$ cat config.mk
export PLATFORM = sky130hd
export DESIGN_NAME = clkcalc_top
export DESIGN_NICKNAME = d
export VERILOG_FILES = /design/src/rtl/clkcalc_pkg.sv /design/src/rtl/clkcalc_src.sv /design/src/rtl/clkcalc_div.sv /design/src/rtl/clkcalc_top.sv
export SDC_FILE = /design/constraint.sdc
export NUM_CORES = 1
export LEC_CHECK = 0
export BUFFER_PORTS_ARGS = -buffer_cell sky130_fd_sc_hd__buf_2
export CORE_AREA = 3 3 195 197
export CTS_CLUSTER_SIZE = 40
export DETAILED_ROUTE_END_ITERATION = 10
export DIE_AREA = 0 0 198 200
export PLACE_DENSITY_LB_ADDON = 0.2
export SLEW_MARGIN = 20
export SYNTH_ARGS = -nofsm -noshare
export SYNTH_HDL_FRONTEND = slang
export SYNTH_SLANG_ARGS = --single-unit
$ cat constraint.sdc
create_clock -name clk -period 2.6 [get_ports clk]
set_input_delay 0.52 -clock clk [delete_from_list [all_inputs] [get_ports clk]]
set_output_delay 0.52 -clock clk [all_outputs]
set_load 0.01 [all_outputs]
$ cat src/rtl/clkcalc_pkg.sv
// Shared constants and types for the clock tree frequency calculator.
// Assumes a fixed 24 MHz reference; field widths follow the select/divider inputs.
package clkcalc_pkg;

    localparam longint unsigned OSC_HZ   = 64'd24000000;
    localparam int              PLL_LO   = 20;
    localparam int              PLL_HI   = 22;
    localparam int              USB_MUL  = 20;
    localparam int              TAP_MUL  = 18;

    localparam int FRAC_W = 6;
    localparam int SEL_W  = 2;
    localparam int ADIV_W = 3;
    localparam int HDIV_W = 3;
    localparam int IDIV_W = 2;
    localparam int PDIV_W = 6;

    typedef struct packed {
        logic              pll_hi;
        logic [FRAC_W-1:0] tap0;
        logic [FRAC_W-1:0] tap2;
        logic [SEL_W-1:0]  psel;
        logic [SEL_W-1:0]  asel;
        logic              root_alt;
        logic [ADIV_W-1:0] adiv;
        logic [HDIV_W-1:0] hdiv;
        logic [IDIV_W-1:0] idiv;
        logic              posc;
        logic [PDIV_W-1:0] pdiv;
    } cfg_t;

    typedef enum logic [2:0] {
        ST_IDLE,
        ST_SRC,
        ST_AHB,
        ST_IPG,
        ST_PER
    } stage_t;

endpackage

$ cat src/rtl/clkcalc_src.sv
// Root-source operand builder: forms the numerator and divisor of the first
// division stage from the captured configuration. Purely combinational.
// Assumes the caller discards the quotient when bad is set.
module clkcalc_src
    import clkcalc_pkg::*;
#(
    parameter int NUM_W = 64,
    parameter int DEN_W = 32
) (
    input  cfg_t             cfg,
    output logic [NUM_W-1:0] num,
    output logic [DEN_W-1:0] den,
    output logic             bad
);

    localparam logic [NUM_W-1:0] OSC_V = NUM_W'(OSC_HZ);
    localparam logic [NUM_W-1:0] USB_V = OSC_V * NUM_W'(USB_MUL);

    logic [NUM_W-1:0] pll_v;
    logic [NUM_W-1:0] tap_num;

    // PLL frequency and the numerator shared by both fractional taps
    always_comb begin
        pll_v   = cfg.pll_hi ? OSC_V * NUM_W'(PLL_HI) : OSC_V * NUM_W'(PLL_LO);
        tap_num = pll_v * NUM_W'(TAP_MUL);
    end

    // Pick numerator/divisor per root path and flag a used zero fraction
    always_comb begin
        num = '0;
        den = DEN_W'(1);
        bad = 1'b0;
        if (cfg.root_alt) begin
            case (cfg.asel)
                2'd0:    num = USB_V;
                2'd1:    num = OSC_V;
                default: num = '0;
            endcase
            den = DEN_W'(cfg.adiv) + DEN_W'(1);
        end else begin
            case (cfg.psel)
                2'd0: begin
                    num = pll_v;
                    den = DEN_W'(1);
                end
                2'd1: begin
                    num = tap_num;
                    den = DEN_W'(cfg.tap2);
                end
                2'd2: begin
                    num = tap_num;
                    den = DEN_W'(cfg.tap0);
                end
                default: begin
                    num = tap_num;
                    den = DEN_W'({cfg.tap2, 1'b0});
                end
            endcase
            bad = (cfg.psel != 2'd0) && (den == '0);
        end
    end

endmodule

$ cat src/rtl/clkcalc_div.sv
// Restoring unsigned divider, one quotient bit per cycle, fixed NUM_W-cycle
// latency. A go pulse loads operands; valid pulses once with the quotient.
// Assumes go is only raised while no division is in flight.
module clkcalc_div #(
    parameter int NUM_W = 64,
    parameter int DEN_W = 32
) (
    input  logic             clk,
    input  logic             rst_n,
    input  logic             go,
    input  logic [NUM_W-1:0] num,
    input  logic [DEN_W-1:0] den,
    output logic             valid,
    output logic [NUM_W-1:0] quo
);

    localparam int CNT_W = $clog2(NUM_W + 1);

    logic [NUM_W-1:0] quo_q;
    logic [DEN_W-1:0] rem_q;
    logic [DEN_W-1:0] den_q;
    logic [CNT_W-1:0] cnt_q;
    logic             valid_q;
    logic [DEN_W:0]   trial;
    logic             fits;

    // Trial subtraction of the divisor from the shifted partial remainder
    always_comb begin
        trial = {rem_q, quo_q[NUM_W-1]};
        fits  = trial >= {1'b0, den_q};
    end

    // Load on go, then shift one quotient bit per cycle until the count expires
    always_ff @(posedge clk) begin
        if (!rst_n) begin
            quo_q   <= '0;
            rem_q   <= '0;
            den_q   <= '0;
            cnt_q   <= '0;
            valid_q <= 1'b0;
        end else begin
            valid_q <= 1'b0;
            if (go) begin
                quo_q <= num;
                rem_q <= '0;
                den_q <= den;
                cnt_q <= CNT_W'(NUM_W);
            end else if (cnt_q != '0) begin
                rem_q <= fits ? DEN_W'(trial - {1'b0, den_q}) : trial[DEN_W-1:0];
                quo_q <= {quo_q[NUM_W-2:0], fits};
                cnt_q <= cnt_q - CNT_W'(1);
                if (cnt_q == CNT_W'(1)) begin
                    valid_q <= 1'b1;
                end
            end
        end
    end

    assign valid = valid_q;
    assign quo   = quo_q;


    div_go_idle_chk: assert property (@(posedge clk) disable iff (!rst_n)
        go |-> (cnt_q == '0));


    div_valid_pulse_chk: assert property (@(posedge clk) disable iff (!rst_n)
        valid_q |=> !valid_q);


    div_rem_bound_chk: assert property (@(posedge clk) disable iff (!rst_n)
        (valid_q && den_q != '0) |-> (rem_q < den_q));

endmodule

$ cat src/rtl/clkcalc_top.sv
// Clock tree frequency calculator top. Captures the select/divider fields on
// start, then runs four division stages (root, bus, register, peripheral) on
// one shared divider and publishes saturated 32-bit results with a done pulse.
// Assumes synchronous active-low reset held for at least two cycles.
module clkcalc_top
    import clkcalc_pkg::*;
#(
    parameter int NUM_W = 64,
    parameter int DEN_W = 32,
    parameter int OUT_W = 32
) (
    input  logic              clk,
    input  logic              rst_n,
    input  logic              start,
    input  logic              sys_pll_hi,
    input  logic [5:0]        tap0_frac,
    input  logic [5:0]        tap2_frac,
    input  logic [1:0]        pll_path_sel,
    input  logic [1:0]        alt_path_sel,
    input  logic              root_alt,
    input  logic [2:0]        alt_div,
    input  logic [2:0]        ahb_div,
    input  logic [1:0]        ipg_div,
    input  logic              perclk_osc,
    input  logic [5:0]        perclk_div,
    output logic              busy,
    output logic              done,
    output logic              frac_err,
    output logic [OUT_W-1:0]  ahb_hz,
    output logic [OUT_W-1:0]  ipg_hz,
    output logic [OUT_W-1:0]  per_hz
);

    localparam logic [NUM_W-1:0] OSC_V = NUM_W'(OSC_HZ);

    cfg_t             cfg_in;
    cfg_t             cfg_q;
    stage_t           stage_q;
    logic             go_q;
    logic             bad_q;
    logic [NUM_W-1:0] root_q;
    logic [NUM_W-1:0] ahb_q;
    logic [NUM_W-1:0] ipg_q;
    logic [NUM_W-1:0] src_num;
    logic [DEN_W-1:0] src_den;
    logic             src_bad;
    logic [NUM_W-1:0] op_num;
    logic [DEN_W-1:0] op_den;
    logic             div_valid;
    logic [NUM_W-1:0] div_quo;
    logic             done_q;
    logic             err_q;
    logic [OUT_W-1:0] ahb_o_q;
    logic [OUT_W-1:0] ipg_o_q;
    logic [OUT_W-1:0] per_o_q;

    // Clamp a full-precision frequency to the output width
    function automatic logic [OUT_W-1:0] clamp(input logic [NUM_W-1:0] v);
        if (|v[NUM_W-1:OUT_W]) begin
            return '1;
        end
        return v[OUT_W-1:0];
    endfunction

    // Gather the field inputs into one record for capture
    always_comb begin
        cfg_in.pll_hi   = sys_pll_hi;
        cfg_in.tap0     = tap0_frac;
        cfg_in.tap2     = tap2_frac;
        cfg_in.psel     = pll_path_sel;
        cfg_in.asel     = alt_path_sel;
        cfg_in.root_alt = root_alt;
        cfg_in.adiv     = alt_div;
        cfg_in.hdiv     = ahb_div;
        cfg_in.idiv     = ipg_div;
        cfg_in.posc     = perclk_osc;
        cfg_in.pdiv     = perclk_div;
    end

    clkcalc_src #(
        .NUM_W (NUM_W),
        .DEN_W (DEN_W)
    ) u_src (
        .cfg (cfg_q),
        .num (src_num),
        .den (src_den),
        .bad (src_bad)
    );

    // Route the operands of the stage now running to the shared divider
    always_comb begin
        case (stage_q)
            ST_AHB: begin
                op_num = root_q;
                op_den = DEN_W'(cfg_q.hdiv) + DEN_W'(1);
            end
            ST_IPG: begin
                op_num = ahb_q;
                op_den = DEN_W'(cfg_q.idiv) + DEN_W'(1);
            end
            ST_PER: begin
                op_num = cfg_q.posc ? OSC_V : ipg_q;
                op_den = DEN_W'(cfg_q.pdiv) + DEN_W'(1);
            end
            default: begin
                op_num = src_num;
                op_den = src_den;
            end
        endcase
    end

    clkcalc_div #(
        .NUM_W (NUM_W),
        .DEN_W (DEN_W)
    ) u_div (
        .clk   (clk),
        .rst_n (rst_n),
        .go    (go_q),
        .num   (op_num),
        .den   (op_den),
        .valid (div_valid),
        .quo   (div_quo)
    );

    // Stage sequencer: capture, launch each division, store, publish
    always_ff @(posedge clk) begin
        if (!rst_n) begin
            cfg_q   <= '0;
            stage_q <= ST_IDLE;
            go_q    <= 1'b0;
            bad_q   <= 1'b0;
            root_q  <= '0;
            ahb_q   <= '0;
            ipg_q   <= '0;
            done_q  <= 1'b0;
            err_q   <= 1'b0;
            ahb_o_q <= '0;
            ipg_o_q <= '0;
            per_o_q <= '0;
        end else begin
            go_q   <= 1'b0;
            done_q <= 1'b0;
            case (stage_q)
                ST_IDLE: begin
                    if (start) begin
                        cfg_q   <= cfg_in;
                        stage_q <= ST_SRC;
                        go_q    <= 1'b1;
                    end
                end
                ST_SRC: begin
                    if (div_valid) begin
                        root_q  <= src_bad ? '0 : div_quo;
                        bad_q   <= src_bad;
                        stage_q <= ST_AHB;
                        go_q    <= 1'b1;
                    end
                end
                ST_AHB: begin
                    if (div_valid) begin
                        ahb_q   <= div_quo;
                        stage_q <= ST_IPG;
                        go_q    <= 1'b1;
                    end
                end
                ST_IPG: begin
                    if (div_valid) begin
                        ipg_q   <= div_quo;
                        stage_q <= ST_PER;
                        go_q    <= 1'b1;
                    end
                end
                ST_PER: begin
                    if (div_valid) begin
                        ahb_o_q <= clamp(ahb_q);
                        ipg_o_q <= clamp(ipg_q);
                        per_o_q <= clamp(div_quo);
                        err_q   <= bad_q;
                        done_q  <= 1'b1;
                        stage_q <= ST_IDLE;
                    end
                end
                default: stage_q <= ST_IDLE;
            endcase
        end
    end

    assign busy     = (stage_q != ST_IDLE);
    assign done     = done_q;
    assign frac_err = err_q;
    assign ahb_hz   = ahb_o_q;
    assign ipg_hz   = ipg_o_q;
    assign per_hz   = per_o_q;


    done_pulse_chk: assert property (@(posedge clk) disable iff (!rst_n)
        done |=> !done);


    start_accept_chk: assert property (@(posedge clk) disable iff (!rst_n)
        (start && !busy) |=> busy);


    done_idle_chk: assert property (@(posedge clk) disable iff (!rst_n)
        done |-> !busy);


    hold_between_chk: assert property (@(posedge clk) disable iff (!rst_n)
        !done |-> ($stable(ahb_hz) && $stable(ipg_hz) && $stable(per_hz) && $stable(frac_err)));


    err_zero_chk: assert property (@(posedge clk) disable iff (!rst_n)
        (done && frac_err) |-> (ahb_hz == '0 && ipg_hz == '0));


    chain_order_chk: assert property (@(posedge clk) disable iff (!rst_n)
        done |-> (ipg_hz <= ahb_hz));

endmodule

* Yosys cells after proc, flatten, opt, wreduce, memory -nomap -nowiden *
Cells that the tools add are included.

cells by class
  $mul = 1
  $add $sub $neg = 6
  bitwise operators = 2
  $lt $le $gt $ge = 1
  reduce and logical (&&, ||, !) cells = 22
  muxes and demuxes = 45
  eq/ne operators = 13

operators by type and width
  kind                                                number
  two-way mux 64 bit                                  6
  two-way mux 32 bit                                  9
  one-hot mux 64 bit (3 select lines)                 1
  one-hot mux 32 bit (3 select lines)                 1
  OR reduction 32 bit                                 3
  multiplier 64 x 4 -> 63 bit, second input constant  1
  one-hot mux 29 bit (2 select lines)                 1
  greater-or-equal comparator 33 x 32 -> 1 bit        1
  logical NOT 32 bit                                  1
  subtractor 32 bit                                   1
  two-way mux 26 bit                                  1
  one-hot mux 7 bit (3 select lines)                  1
  two-way mux 1 bit                                   16
  two-way mux 3 bit                                   5
  one-hot mux 3 bit (5 select lines)                  1
  two-way mux 7 bit                                   2
  AND reduction 2 bit                                 6
  adder 3 x 1 -> 4 bit, second input constant         2
  != test 2 x 1 -> 1 bit, second input constant       4
  adder 6 x 1 -> 7 bit, second input constant         1
  == test 7 x 1 -> 1 bit, second input constant       1
  nonzero test 7 bit                                  1
  subtractor 7 x 1 -> 7 bit, second input constant    1
  == test 3 x 2 -> 1 bit, second input constant       2
  other kinds (16)                                    21

word-level totals
  register bits after elaboration = 464
  output and inout bits = 99

* Longest topological paths before layout *
  word-level depth = 7
  gate-level depth with buffers = 11

* Cells and area by module *
From an unflattened synthesis, not the netlist that was laid out.

unflattened totals
  cells, all modules = 2,992
  area, all modules = 23,263.6 sq um

modules (own cells, without submodules)
  module       area an instance (sq um)  seq. area each (sq um)  cells each  instances
  clkcalc_top  14,412.6                  6,566.3                 1,794       1
  clkcalc_div  7,863.8                   2,722.6                 1,054       1
  clkcalc_src  987.2                     0.0                     144         1

* Worst setup path after synthesis *
No wires, ideal clock.

  path type = register to register
  start = register u_div.quo_q[63], in the netlist u_div.quo[63]
  end = register u_div.rem_q[26]
  arrival time = 2.420 ns
  stages on the path, launching flop included = 11
  setup slack = 0.106 ns
  library setup time = 0.074 ns
  clock period less this slack = 2.494 ns
  cell sequence = dfxtp_1 -> inv_1 -> ha_1 -> inv_1 -> fa_1 -> a21o_1 -> a21oi_1 -> o21ai_0 -> a31o_1 -> or4_1 -> a31oi_1

on the way
  word-level cells in the longest chain between the ends = 2

RTL lines
  what                                                                               line                                  RTL
  start: declaration                                                                 clkcalc_div.sv:19                     logic [NUM_W-1:0] quo_q;
  start signal: assignment                                                           clkcalc_div.sv:44                     quo_q <= num;
  start signal: assignment                                                           clkcalc_div.sv:50                     quo_q <= {quo_q[NUM_W-2:0], fits};
  subtractor 32 bit or greater-or-equal comparator 33 x 32 -> 1 bit (tied branches)  clkcalc_div.sv:49, clkcalc_div.sv:30
  two-way mux 32 bit (*)                                                             clkcalc_div.sv:49                     rem_q <= fits ? DEN_W'(trial - {1'b0, den_q}) : trial[DEN_W-1:0];
  end signal: assignment                                                             clkcalc_div.sv:49
  end: declaration                                                                   clkcalc_div.sv:20                     logic [DEN_W-1:0] rem_q;

Mark *: on every way between the ends. The rest lies on a longest branch, timed or not.
A chain may end at the register's enable or synchronous reset.

* Worst setup path after layout *
  start = register u_div.den_q[1]
  end = register u_div.rem_q[10]

on the way
  word-level cells in the longest chain between the ends = 2

RTL lines
  what                                                                               line                                  RTL
  start: declaration                                                                 clkcalc_div.sv:21                     logic [DEN_W-1:0] den_q;
  start signal: assignment                                                           clkcalc_div.sv:46                     den_q <= den;
  subtractor 32 bit or greater-or-equal comparator 33 x 32 -> 1 bit (tied branches)  clkcalc_div.sv:49, clkcalc_div.sv:30
  two-way mux 32 bit (*)                                                             clkcalc_div.sv:49

Marks and branches as above.

==> flow_summary.json <==
{
  "yosys_warnings": 0,
  "fin_skew_ns": 0.0201,
  "ys_seq_area_frac": 0.451,
  "antenna_found_initial": 0,
  "ff2ff_path_depth": 10,
  "ant_nets": 0,
  "viasPerCell": 5.98,
  "syn_to_final_growth_pct": 14.1,
  "cts_hold_buffers": 0,
  "worstSetupStartpointType": "flip-flop",
  "grt_pass1_wl_um": 89000,
  "cts_tree": "yes",
  "initial_core_util": 0.535,
  "die_h_um": 200,
  "holdWs_ns": 0.204,
  "core_um2": 36400,
  "hold_viol_final": 0,
  "pwr-share-clk": 0.338,
  "antenna_cells": 0,
  "worstMarginPinSlew_ns": 1.08,
  "worstSkewPairLatency_ns": 0.57,
  "syn_area_um2": 19500,
  "comb_power_share": 0.239,
  "gr-total-overflow": 0,
  "min_path_cells": 3,
  "core.rowCount": 70,
  "startpoint": "u_div.den_q[1]",
  "power.density_nw_per_um2": 835,
  "ys_async_sr_fraction": 0,
  "drv_cap": 0,
  "dr_total_vias": 17700,
  "synth_cells": 2405,
  "synth_seq_cells": 439,
  "layout.nets": 2517,
  "timing.critical_path.fanout_max": 5,
  "fin_crit_ns": 2.51,
  "synth_edf_count": 0,
  "cp_slowest_cell": "a2111oi_4",
  "cp_top_family": "compound AO/OA/AOI/OAI gates",
  "worstPathRequired_ns": 3.08,
  "final_common_cell": "nand2_1",
  "io_pins": 135,
  "grt_max_degree": 258,
  "reg2reg_from": "u_div.den_q[1]",
  "synth_nets": 2459,
  "path_buf_inv": 3,
  "drt_iter0_markers": 1739,
  "synth_cell_types": 77,
  "drt_drc_violations_left": 0,
  "power_uw": 18600,
  "r2r_slack_ns": 0.09,
  "cts_inserted_buffers": 46,
  "routedWlPerCell_um": 18.7,
  "critPathArrivalTime_ns": 2.99,
  "cts_sinks": 439,
  "cp.depth": 10,
  "finalSetupViolCount": 0,
  "r2r_end": "u_div.rem_q[10]",
  "drt_wl_total_um": 55400,
  "gr-usage-all-layers": 0.274,
  "p_sw_frac": 0.321,
  "h-tree-depth": 2,
  "worstSetupPathType": "reg2reg",
  "cts-root-buf": "clkbuf_16",
  "dp_hpwl_um": 34000,
  "power.internal_uw": 12600,
  "crit_end": "u_div.rem_q[10]",
  "grt_pass1_vias": 16900,
  "p_seq_frac": 0.422,
  "timing.final.ws_setup_ns": 0.0938,
  "cts_buffer_depth": 3,
  "drv_slew": 0,
  "syn_avg_cell_area_um2": 8.11,
  "status": "finished clean",
  "slew_headroom": 0.277,
  "fillCellCount": 3173,
  "max_freq_mhz": 399,
  "post-place-ws_ns": 0.0972,
  "cpMostUsedCell": "buf_4",
  "switchingPower_uw": 5960,
  "fp.dieW_um": 198,
  "port_buffers": 134,
  "die_area_um2": 39600,
  "post-route-period-util": 0.964,
  "drive_gt1_frac": 0.130,
  "rsz0062_at_grt": "true",
  "gp_congestion": 0.875,
  "power_leakage_uw": 0.00856,
  "cpPeakStageDelay_ns": 0.44,
  "most-common-layout-cells": "nand2_1 (572), dfxtp_1 (438), a21boi_0 (231)",
  "firstDrtPassIters": 7,
  "worstPathCellList": "inv_1, ha_1, nor2b_1, o31a_1, a2111oi_4, buf_4, a31oi_1, buf_4, and4_1, nor3_1",
  "hold_path_class": "in2reg",
  "synthFlopType": "dfxtp_1",
  "cts.clk_slew.worst_paths_ns": 0.06,
  "worstSetupEndpointType": "flip-flop",
  "ir_drop_mv": 0.781
}
## cell type report
cell class,count,area (µm²),share of cell area
Inverter,112,420,0.0189
Clock buffer,68,1310,0.0590
Multi-Input combinational cell,1659,9640,0.433
Timing Repair Buffer,205,1390,0.0624
Sequential cell,439,8790,0.395
Tap cell,468,586,0.0263
Clock inverter,11,111,0.00500
## worst min-delay path by stage
stage / startpoint / endpoint
2_1_floorplan: u_div.den_q[0] / u_div.den_q[0]
3_3_place_gp: u_div.den_q[0] / u_div.den_q[0]
3_5_place_dp: u_div.den_q[0] / u_div.den_q[0]
4_1_cts: ahb_div[2] / cfg_q[11]
5_1_grt: perclk_div[2] / cfg_q[2]
6_report: alt_div[0] / cfg_q[12]
## power by group through the flow
stage | Clock, µW | Combinational, µW | Sequential (µW)
finish | 6280 | 4450 | 7850
global route | 6640 | 4930 | 7920
CTS | 6380 | 4320 | 7830
detailed placement | 0 | 4290 | 7970
global placement | 0 | 4200 | 7960
floorplan | 0 | 3130 | 7750
## tightest hold or removal path, delay by kind of cell
kind,cells,cell delay (ns)
simple gates,1,0.04
buf+inv,1,0.09
compound gates,1,0.06
## Yosys cell counts (3+ instances only)
cell type  instances  share of area
buf_1             12         0.0023
o221ai_1           5         0.0022
o211ai_1           7         0.0027
nor3_1            14         0.0036
nand2b_1           7         0.0022
nor4_1            29         0.0093
a21boi_0         231          0.089
clkbuf_1         177          0.034
a22oi_1            6         0.0023
nand2_1          573           0.11
inv_1            112          0.022
a21oi_1          158          0.041
and3_1             7         0.0022
o211a_1           49          0.025
mux2_2             4         0.0023
xnor2_1           22         0.0099
xor2_1             9         0.0040
nand4_1           14         0.0045
nor2b_1           11         0.0035
ha_1              17          0.011
or3_1              5         0.0016
nand3_1           79          0.020
a311oi_1           8         0.0036
mux2i_1           19         0.0098
nand3b_1           4         0.0015
o2111ai_1          6         0.0027
a31oi_1           13         0.0042
dfxtp_1          439           0.45
and2_1             4         0.0013
o31ai_1            3         0.0012
o221a_2            4         0.0023
nand4b_1           3         0.0013
or2_2              3        0.00096
o21a_1            10         0.0038
a222oi_1          52          0.027
or4_1              3         0.0012
buf_2              4         0.0010
o21ai_0          167          0.043
nor2_1            60          0.012
a211oi_1           7         0.0027
## metal layers
layer | vias to the layer above | track usage | routed length (µm)
met5 | - | 0 | 0
met3 | 99 | 0.0462 | 4040
met2 | 653 | 0.460 | 25900
li1 | 8490 | - | -
met1 | 8465 | 0.361 | 23900
met4 | 0 | 0.0923 | 1550
## cells by family after synthesis
kind of cell / after synthesis / share of synthesized area
buffers and inverters: 307 / 0.0601
muxes: 23 / 0.0121
DFF: 439 / 0.451
AOI/OAI and AO/OA: 748 / 0.263
adders and majority gates: 18 / 0.0119
xor gates and xnor gates: 31 / 0.0139
and+or+nand+nor: 839 / 0.188
## flip-flops by register name (all words and copies together), names as in the netlist, 32 cells and up
| register | count |
|---|---|
| per_hz | 32 |
| root_q | 64 |
| ipg_hz | 32 |
| u_div.rem_q | 32 |
| ahb_q | 64 |
| u_div.quo | 64 |
| ahb_hz | 32 |
| cfg_q | 33 |
| ipg_q | 64 |
## through the flow
stage	std cells	TNS, ns	cell area [µm²]	utilization
after CTS	2960	0	22200	0.609
after global placement	2881	0	20800	0.570
after floorplan	2405	0	19500	-
after detailed placement	2881	0	20800	0.570
after global routing	2962	-0.0410	22300	0.611
final	2962	0	22300	0.611
## timing repair
item,4_1_cts,5_1_grt
setup buffers,0,2
endpoints found under the setup margin,0,13
gates resized for setup,0,9
Power figures use the tool's default switching activity.
